### config.mk
export PLATFORM = sky130hd
export DESIGN_NAME = tbu_timebase
export DESIGN_NICKNAME = d
export VERILOG_FILES = /design/src/rtl/tbu_pkg.sv /design/src/rtl/tbu_regs.sv /design/src/rtl/tbu_prescaler.sv /design/src/rtl/tbu_counter.sv /design/src/rtl/tbu_timebase.sv
export SDC_FILE = /design/constraint.sdc
export NUM_CORES = 1
export LEC_CHECK = 0
export BUFFER_PORTS_ARGS = -buffer_cell sky130_fd_sc_hd__clkbuf_2
export CAP_MARGIN = 20
export CORE_MARGIN = 2
export CORE_UTILIZATION = 50
export DETAILED_ROUTE_END_ITERATION = 12
export HOLD_SLACK_MARGIN = 0.15
export PLACE_DENSITY = 0.82
export SYNTH_ARGS = -nofsm -noshare
export SYNTH_HDL_FRONTEND = slang
export SYNTH_HIERARCHICAL = 1
export SYNTH_SLANG_ARGS = --single-unit
### constraint.sdc
create_clock -name clk -period 3.61 [get_ports clk]
set_input_delay 0.1805 -clock clk [delete_from_list [all_inputs] [get_ports clk]]
set_output_delay 0.1805 -clock clk [all_outputs]
set_load 0.005 [all_outputs]
### src/rtl/tbu_pkg.sv
package tbu_pkg;
  localparam int ADDR_W = 3;

  typedef enum logic [ADDR_W-1:0] {
    RA_CTRL  = 3'd0,
    RA_STAT  = 3'd1,
    RA_EVT   = 3'd2,
    RA_COUNT = 3'd3,
    RA_DIV   = 3'd4,
    RA_LIMIT = 3'd5
  } reg_addr_e;

  localparam int CTRL_RUN_BIT    = 0;
  localparam int CTRL_MIRROR_BIT = 1;
  localparam int STAT_FLAG_BIT   = 0;
  localparam int EVT_UPD_BIT     = 0;
endpackage

### src/rtl/tbu_regs.sv
module tbu_regs
  import tbu_pkg::*;
#(
  parameter int CNT_W  = 16,
  parameter int DIV_W  = 16,
  parameter int DATA_W = 32
) (
  input  logic              clk,
  input  logic              rst_n,
  input  logic              req_valid,
  input  logic              req_write,
  input  logic [ADDR_W-1:0] req_addr,
  input  logic [DATA_W-1:0] req_wdata,
  input  logic [CNT_W-1:0]  count_i,
  input  logic              upd_evt_i,
  output logic [DATA_W-1:0] rd_data,
  output logic              run_o,
  output logic              mirror_o,
  output logic              flag_o,
  output logic [CNT_W-1:0]  limit_o,
  output logic [DIV_W-1:0]  div_pre_o,
  output logic              sw_upd_o,
  output logic              cnt_wr_o,
  output logic [CNT_W-1:0]  cnt_wdata_o
);
  localparam logic [CNT_W-1:0] LIMIT_RST = '1;

  logic wr_en;
  logic hit_ctrl, hit_stat, hit_evt, hit_div, hit_limit;

  assign wr_en     = req_valid && req_write;
  assign hit_ctrl  = wr_en && (req_addr == RA_CTRL);
  assign hit_stat  = wr_en && (req_addr == RA_STAT);
  assign hit_evt   = wr_en && (req_addr == RA_EVT);
  assign hit_div   = wr_en && (req_addr == RA_DIV);
  assign hit_limit = wr_en && (req_addr == RA_LIMIT);

  assign cnt_wr_o    = wr_en && (req_addr == RA_COUNT);
  assign cnt_wdata_o = req_wdata[CNT_W-1:0];
  assign sw_upd_o    = hit_evt && req_wdata[EVT_UPD_BIT];

  always_ff @(posedge clk or negedge rst_n) begin
    if (!rst_n) begin
      run_o     <= 1'b0;
      mirror_o  <= 1'b0;
      limit_o   <= LIMIT_RST;
      div_pre_o <= '0;
    end else begin
      if (hit_ctrl) begin
        run_o    <= req_wdata[CTRL_RUN_BIT];
        mirror_o <= req_wdata[CTRL_MIRROR_BIT];
      end
      if (hit_limit) limit_o <= req_wdata[CNT_W-1:0];
      if (hit_div)   div_pre_o <= req_wdata[DIV_W-1:0];
    end
  end

  // set has priority over a software clear in the same cycle
  always_ff @(posedge clk or negedge rst_n) begin
    if (!rst_n)
      flag_o <= 1'b0;
    else if (upd_evt_i)
      flag_o <= 1'b1;
    else if (hit_stat && !req_wdata[STAT_FLAG_BIT])
      flag_o <= 1'b0;
  end

  always_comb begin
    rd_data = '0;
    case (req_addr)
      RA_CTRL: begin
        rd_data[CTRL_RUN_BIT]    = run_o;
        rd_data[CTRL_MIRROR_BIT] = mirror_o;
      end
      RA_STAT:  rd_data[STAT_FLAG_BIT] = flag_o;
      RA_COUNT: begin
        rd_data[CNT_W-1:0] = count_i;
        rd_data[DATA_W-1]  = mirror_o && flag_o;
      end
      RA_DIV:   rd_data[DIV_W-1:0] = div_pre_o;
      RA_LIMIT: rd_data[CNT_W-1:0] = limit_o;
      default:  rd_data = '0;
    endcase
  end
endmodule

### src/rtl/tbu_prescaler.sv
module tbu_prescaler #(
  parameter int DIV_W = 16
) (
  input  logic             clk,
  input  logic             rst_n,
  input  logic             run_i,
  input  logic             reload_i,
  input  logic [DIV_W-1:0] div_pre_i,
  output logic             tick_o
);
  logic [DIV_W-1:0] div_act;
  logic [DIV_W-1:0] phase;

  assign tick_o = run_i && (phase == div_act);

  always_ff @(posedge clk or negedge rst_n) begin
    if (!rst_n) begin
      div_act <= '0;
      phase   <= '0;
    end else if (reload_i) begin
      div_act <= div_pre_i;
      phase   <= '0;
    end else if (run_i) begin
      phase <= tick_o ? '0 : phase + 1'b1;
    end
  end
endmodule

### src/rtl/tbu_counter.sv
module tbu_counter #(
  parameter int CNT_W = 16
) (
  input  logic             clk,
  input  logic             rst_n,
  input  logic             tick_i,
  input  logic             clear_i,
  input  logic             wr_i,
  input  logic [CNT_W-1:0] wdata_i,
  input  logic [CNT_W-1:0] limit_i,
  output logic [CNT_W-1:0] count_o,
  output logic             wrap_o
);
  logic frozen;

  assign frozen = (limit_i == '0);
  assign wrap_o = tick_i && !frozen && (count_o == limit_i);

  always_ff @(posedge clk or negedge rst_n) begin
    if (!rst_n)
      count_o <= '0;
    else if (clear_i)
      count_o <= '0;
    else if (wr_i)
      count_o <= wdata_i;
    else if (tick_i && !frozen)
      count_o <= wrap_o ? '0 : count_o + 1'b1;
  end
endmodule

### src/rtl/tbu_timebase.sv
module tbu_timebase
  import tbu_pkg::*;
#(
  parameter int CNT_W  = 16,
  parameter int DIV_W  = 16,
  parameter int DATA_W = 32
) (
  input  logic              clk,
  input  logic              rst_n,
  input  logic              req_valid,
  input  logic              req_write,
  input  logic [ADDR_W-1:0] req_addr,
  input  logic [DATA_W-1:0] req_wdata,
  output logic [DATA_W-1:0] rd_data,
  input  logic              ext_rst_trig,
  output logic              upd_evt,
  output logic              upd_irq
);
  logic             run, mirror, flag, sw_upd, cnt_wr, tick, wrap;
  logic [CNT_W-1:0] limit, count, cnt_wdata;
  logic [DIV_W-1:0] div_pre;

  assign upd_evt = wrap || sw_upd || ext_rst_trig;
  assign upd_irq = flag;

  tbu_regs #(.CNT_W(CNT_W), .DIV_W(DIV_W), .DATA_W(DATA_W)) u_regs (
    .clk(clk), .rst_n(rst_n),
    .req_valid(req_valid), .req_write(req_write),
    .req_addr(req_addr), .req_wdata(req_wdata),
    .count_i(count), .upd_evt_i(upd_evt),
    .rd_data(rd_data), .run_o(run), .mirror_o(mirror), .flag_o(flag),
    .limit_o(limit), .div_pre_o(div_pre), .sw_upd_o(sw_upd),
    .cnt_wr_o(cnt_wr), .cnt_wdata_o(cnt_wdata)
  );

  tbu_prescaler #(.DIV_W(DIV_W)) u_psc (
    .clk(clk), .rst_n(rst_n), .run_i(run), .reload_i(upd_evt),
    .div_pre_i(div_pre), .tick_o(tick)
  );

  tbu_counter #(.CNT_W(CNT_W)) u_cnt (
    .clk(clk), .rst_n(rst_n), .tick_i(tick),
    .clear_i(sw_upd || ext_rst_trig), .wr_i(cnt_wr),
    .wdata_i(cnt_wdata), .limit_i(limit),
    .count_o(count), .wrap_o(wrap)
  );
endmodule

==> metrics.md <==
| Metric | Value |
|---|---|
| Max clock buf depth | `2` |
| Async set or reset register ratio after synthesis | `100%` |
| Number of flops mapped to enable cells by yosys | `0` |
| Synth top area share | `between 30 and 40%` |
| Initial DRC count | `401` |
| Share of layout cells above drive strength 1 | `28.6%` |
| GRT Total Usage | `between 20% and 30%` |
| Vias in the first global route | `3788` |
| Post-route cell area | `5530 um^2` |
| Mapped Area | `5060 um^2` |
| Ys flop type | `dfrtp_1` |
| Rel. slew slack | `a little over two fifths` |
| Power, Total | `approximately 2400 uW` |
| Antenna-violating nets left | `0` |
| Drt total wl | `around 12000 um` |
| Period utilisation layout | `85.4%` |
| Via count | `between 3000 and 4000` |
| Hpwl dp | `7900 um` |
| Die area | `10900 um^2` |
| Minimum clock period | `3080 ps` |
| PD cells | `427 nW/um^2` |
| Final layout net count | `562` |
| DRT Pass-1 Iters | `4` |
| Drt wl/cell | `18.0 um` |
| Die H | `between 100 and 150 um` |
| Num Clock Sinks | `83` |
| CTS Buf Count | `9` |
| Setup TNS | `0 ps` |
| Status | `finished, final reports clean` |
| Post-synthesis sequential area ratio | `approximately two fifths` |
| Synthesized instance count | `487` |
| IR Drop Worst-Case VDD | `0.214 mV` |
| Synth unique cells | `60` |
| Crit path DAT | `2900 ps` |
| Max FO, Critical Path | `28` |
| Worst hold path class | `input port to flip-flop` |
| Area Growth Syn to Fin | `9.34%` |
| Clock transition at path regs | `80 ps` |
| Setup violators final | `0` |
| RePlAce Congestion | `0.926` |
| Initial Utilization | `approximately half` |
| R2R setup slack | `roughly 560 ps` |
| Pin count of the biggest net entering global routing | `84` |
| CTS tree | `yes` |
| Clk root buf | `clkbuf_8` |
| CP required | `3430 ps` |
| Number of setup buffers added after CTS | `0` |
| Clk Latency, worst-skew pair | `370 ps` |
| H-tree Lvls | `3` |
| IO Pins | `74` |
| Number of diodes | `0` |
| RSZ-0062 raised after global routing | `false` |
| Crit path kind | `flip-flop to output port` |
| Static Leak | `0.00253 uW` |
| Syn. warnings | `6` |
| Post-synth top area cell | `dfrtp_1` |
| Core area | `between 9000 and 10000 um^2` |
| Storage cell area | `roughly 2100 um^2` |
| Vias per cell | `roughly 6.0` |
| Number of max-cap violations | `0` |
| Hold Vio Cnt, Final | `0` |
| # port buffers | `42` |
| GRT overflow | `0` |
| Fmax | `324 MHz` |
| Area contributors post-synth | `dfrtp_1 (33%), mux2_2 (8.9%), dfstp_2 (8.3%)` |
| DRC errors left | `0` |
| Fillers | `approximately 840` |
| # rows | `36` |
| Area occupied by multi-input gates | `2610 um^2` |
| DP Area | `between 5000 and 6000 um^2` |
| Critical Path End Type | `output port` |
| Seq cells post-synth | `83` |
| Clock skew | `6.76 ps` |
| Worst-Margin Slew | `between 800 and 900 ps` |
| Worst setup SP type | `flip-flop` |
| Post-CTS resize count | `0` |
| Max Slew Vio Count | `0` |
| Synth Area per Inst | `10.4 um^2` |
| First-pass GRT wire length | `around 19000 um` |
| Chip width | `105 um` |
| Initial antenna violation count | `0` |
## synth_stat cells, types with 10 or more instances
cell and n:
o211ai_1 12, a22oi_1 10, buf_4 32, nand3_1 18, nor4_1 14, nor2_1 23
nand2_1 46, xor2_1 35, mux2_4 10, o21ai_0 21, dfstp_2 16, mux2i_1 18
clkbuf_1 11, dfrtp_1 67, mux2_2 40
## per-stage QoR
| step | worst slack [ps] | util, % | hold WS, ps | std cells |
|---|---|---|---|---|
| final | 526 | 56.4 | 217 | 658 |
| after global routing | 342 | 56.4 | 233 | 658 |
| after floorplan | 729 | - | -115 | 501 |
| after global placement | 673 | 52.4 | 412 | 623 |
| after detailed placement | 594 | 52.4 | 433 | 623 |
| after CTS | 500 | 56.0 | 205 | 656 |
## sequential cells by signal, indices dropped and copies added, names as in the netlist
name	flops
u_regs/mirror_o	1
u_regs/flag_o	1
u_regs/run_o	1
u_cnt/count_o	16
u_psc/phase	16
u_regs/div_pre_o	16
u_regs/limit_o	16
u_psc/div_act	16
## final timing paths
kind	from	end	cells past startpoint
min reg2reg	u_regs/flag_o$_DFFE_PN0P_	u_regs/flag_o$_DFFE_PN0P_	1
min in group asynchronous	rst_n	u_cnt/count_o[3]$_DFFE_PN0P_	2
max	u_psc/phase[9]$_DFFE_PN0P_	upd_evt	10
max reg2reg	u_psc/phase[9]$_DFFE_PN0P_	u_psc/phase[14]$_DFFE_PN0P_	13
min	req_write	u_regs/mirror_o$_DFFE_PN0P_	3
max in group asynchronous	rst_n	u_regs/limit_o[14]$_DFFE_PN1P_	3
## cell families (layout without fill, tap and decap cells)
kind of cell / Yosys count / after routing / share of synthesized area (%)
compound gates: 70 / 70 / 10.3
xor+xnor: 41 / 41 / 7.10
fa+ha+maj: 2 / 2 / 0.494
buf+inv: 63 / 87 / 8.13
flops: 83 / 83 / 41.4
mux: 68 / 68 / 15.4
other cells: 1 / 15 / 0.0741
simple gates: 159 / 159 / 17.1
## cells in the final DEF (no fill, tap or decap), drive strengths merged, types with 4 or more instances in the layout
cell type     n
nand4        10
nor2b         4
o21ai        21
xor2         35
nor2         24
clkbuf       53
nand3        18
dlygate4sd3  17
nor4         14
dfstp        16
mux2         50
and2          6
o211ai       12
conb         15
nor3          9
xnor2         6
and3          5
buf          10
or4           5
mux2i        18
a22oi        14
dfrtp        67
nand2        46
## where the power goes
part	switching (uW)	leakage, uW	internal, uW	total [uW]
Clock	342	0.0000884	285	627
Combinational	208	0.00140	255	464
Sequential	162	0.00104	1110	1270
Total	712	0.00253	1650	2360
## critical path, cell delays in order (launching register included)
cell and delay (ps):
dfrtp_1 460, xor2_1 190, nor4_1 360, nand4_1 130
buf_4 200, nor2_1 200, o41ai_4 140, nor2_1 120
or3_1 190, buf_4 350, clkbuf_2 180
## what timing repair did
item	4_1_cts	5_1_grt
endpoints found under the setup margin	0	0
hold buffers	17	0
endpoints found under the hold margin	116	0
## per-layer routing
metal	track usage, %	routed length [um]	vias to the layer above
li1	-	-	1770
met1	30.2	5100	1920
met2	34.4	5460	204
met3	5.36	1040	29
met4	6.38	232	0
met5	0	0	-
## layout make-up
cell class,count,area share (%)
timing repair buffer,68,8.57
clock buffer,12,2.80
tap,133,3.01
sequential,83,37.9
clock inverter,4,0.452
multi-input combinational,355,47.1
inverter,3,0.203
No activity file was read; power rests on OpenSTA's default activity.
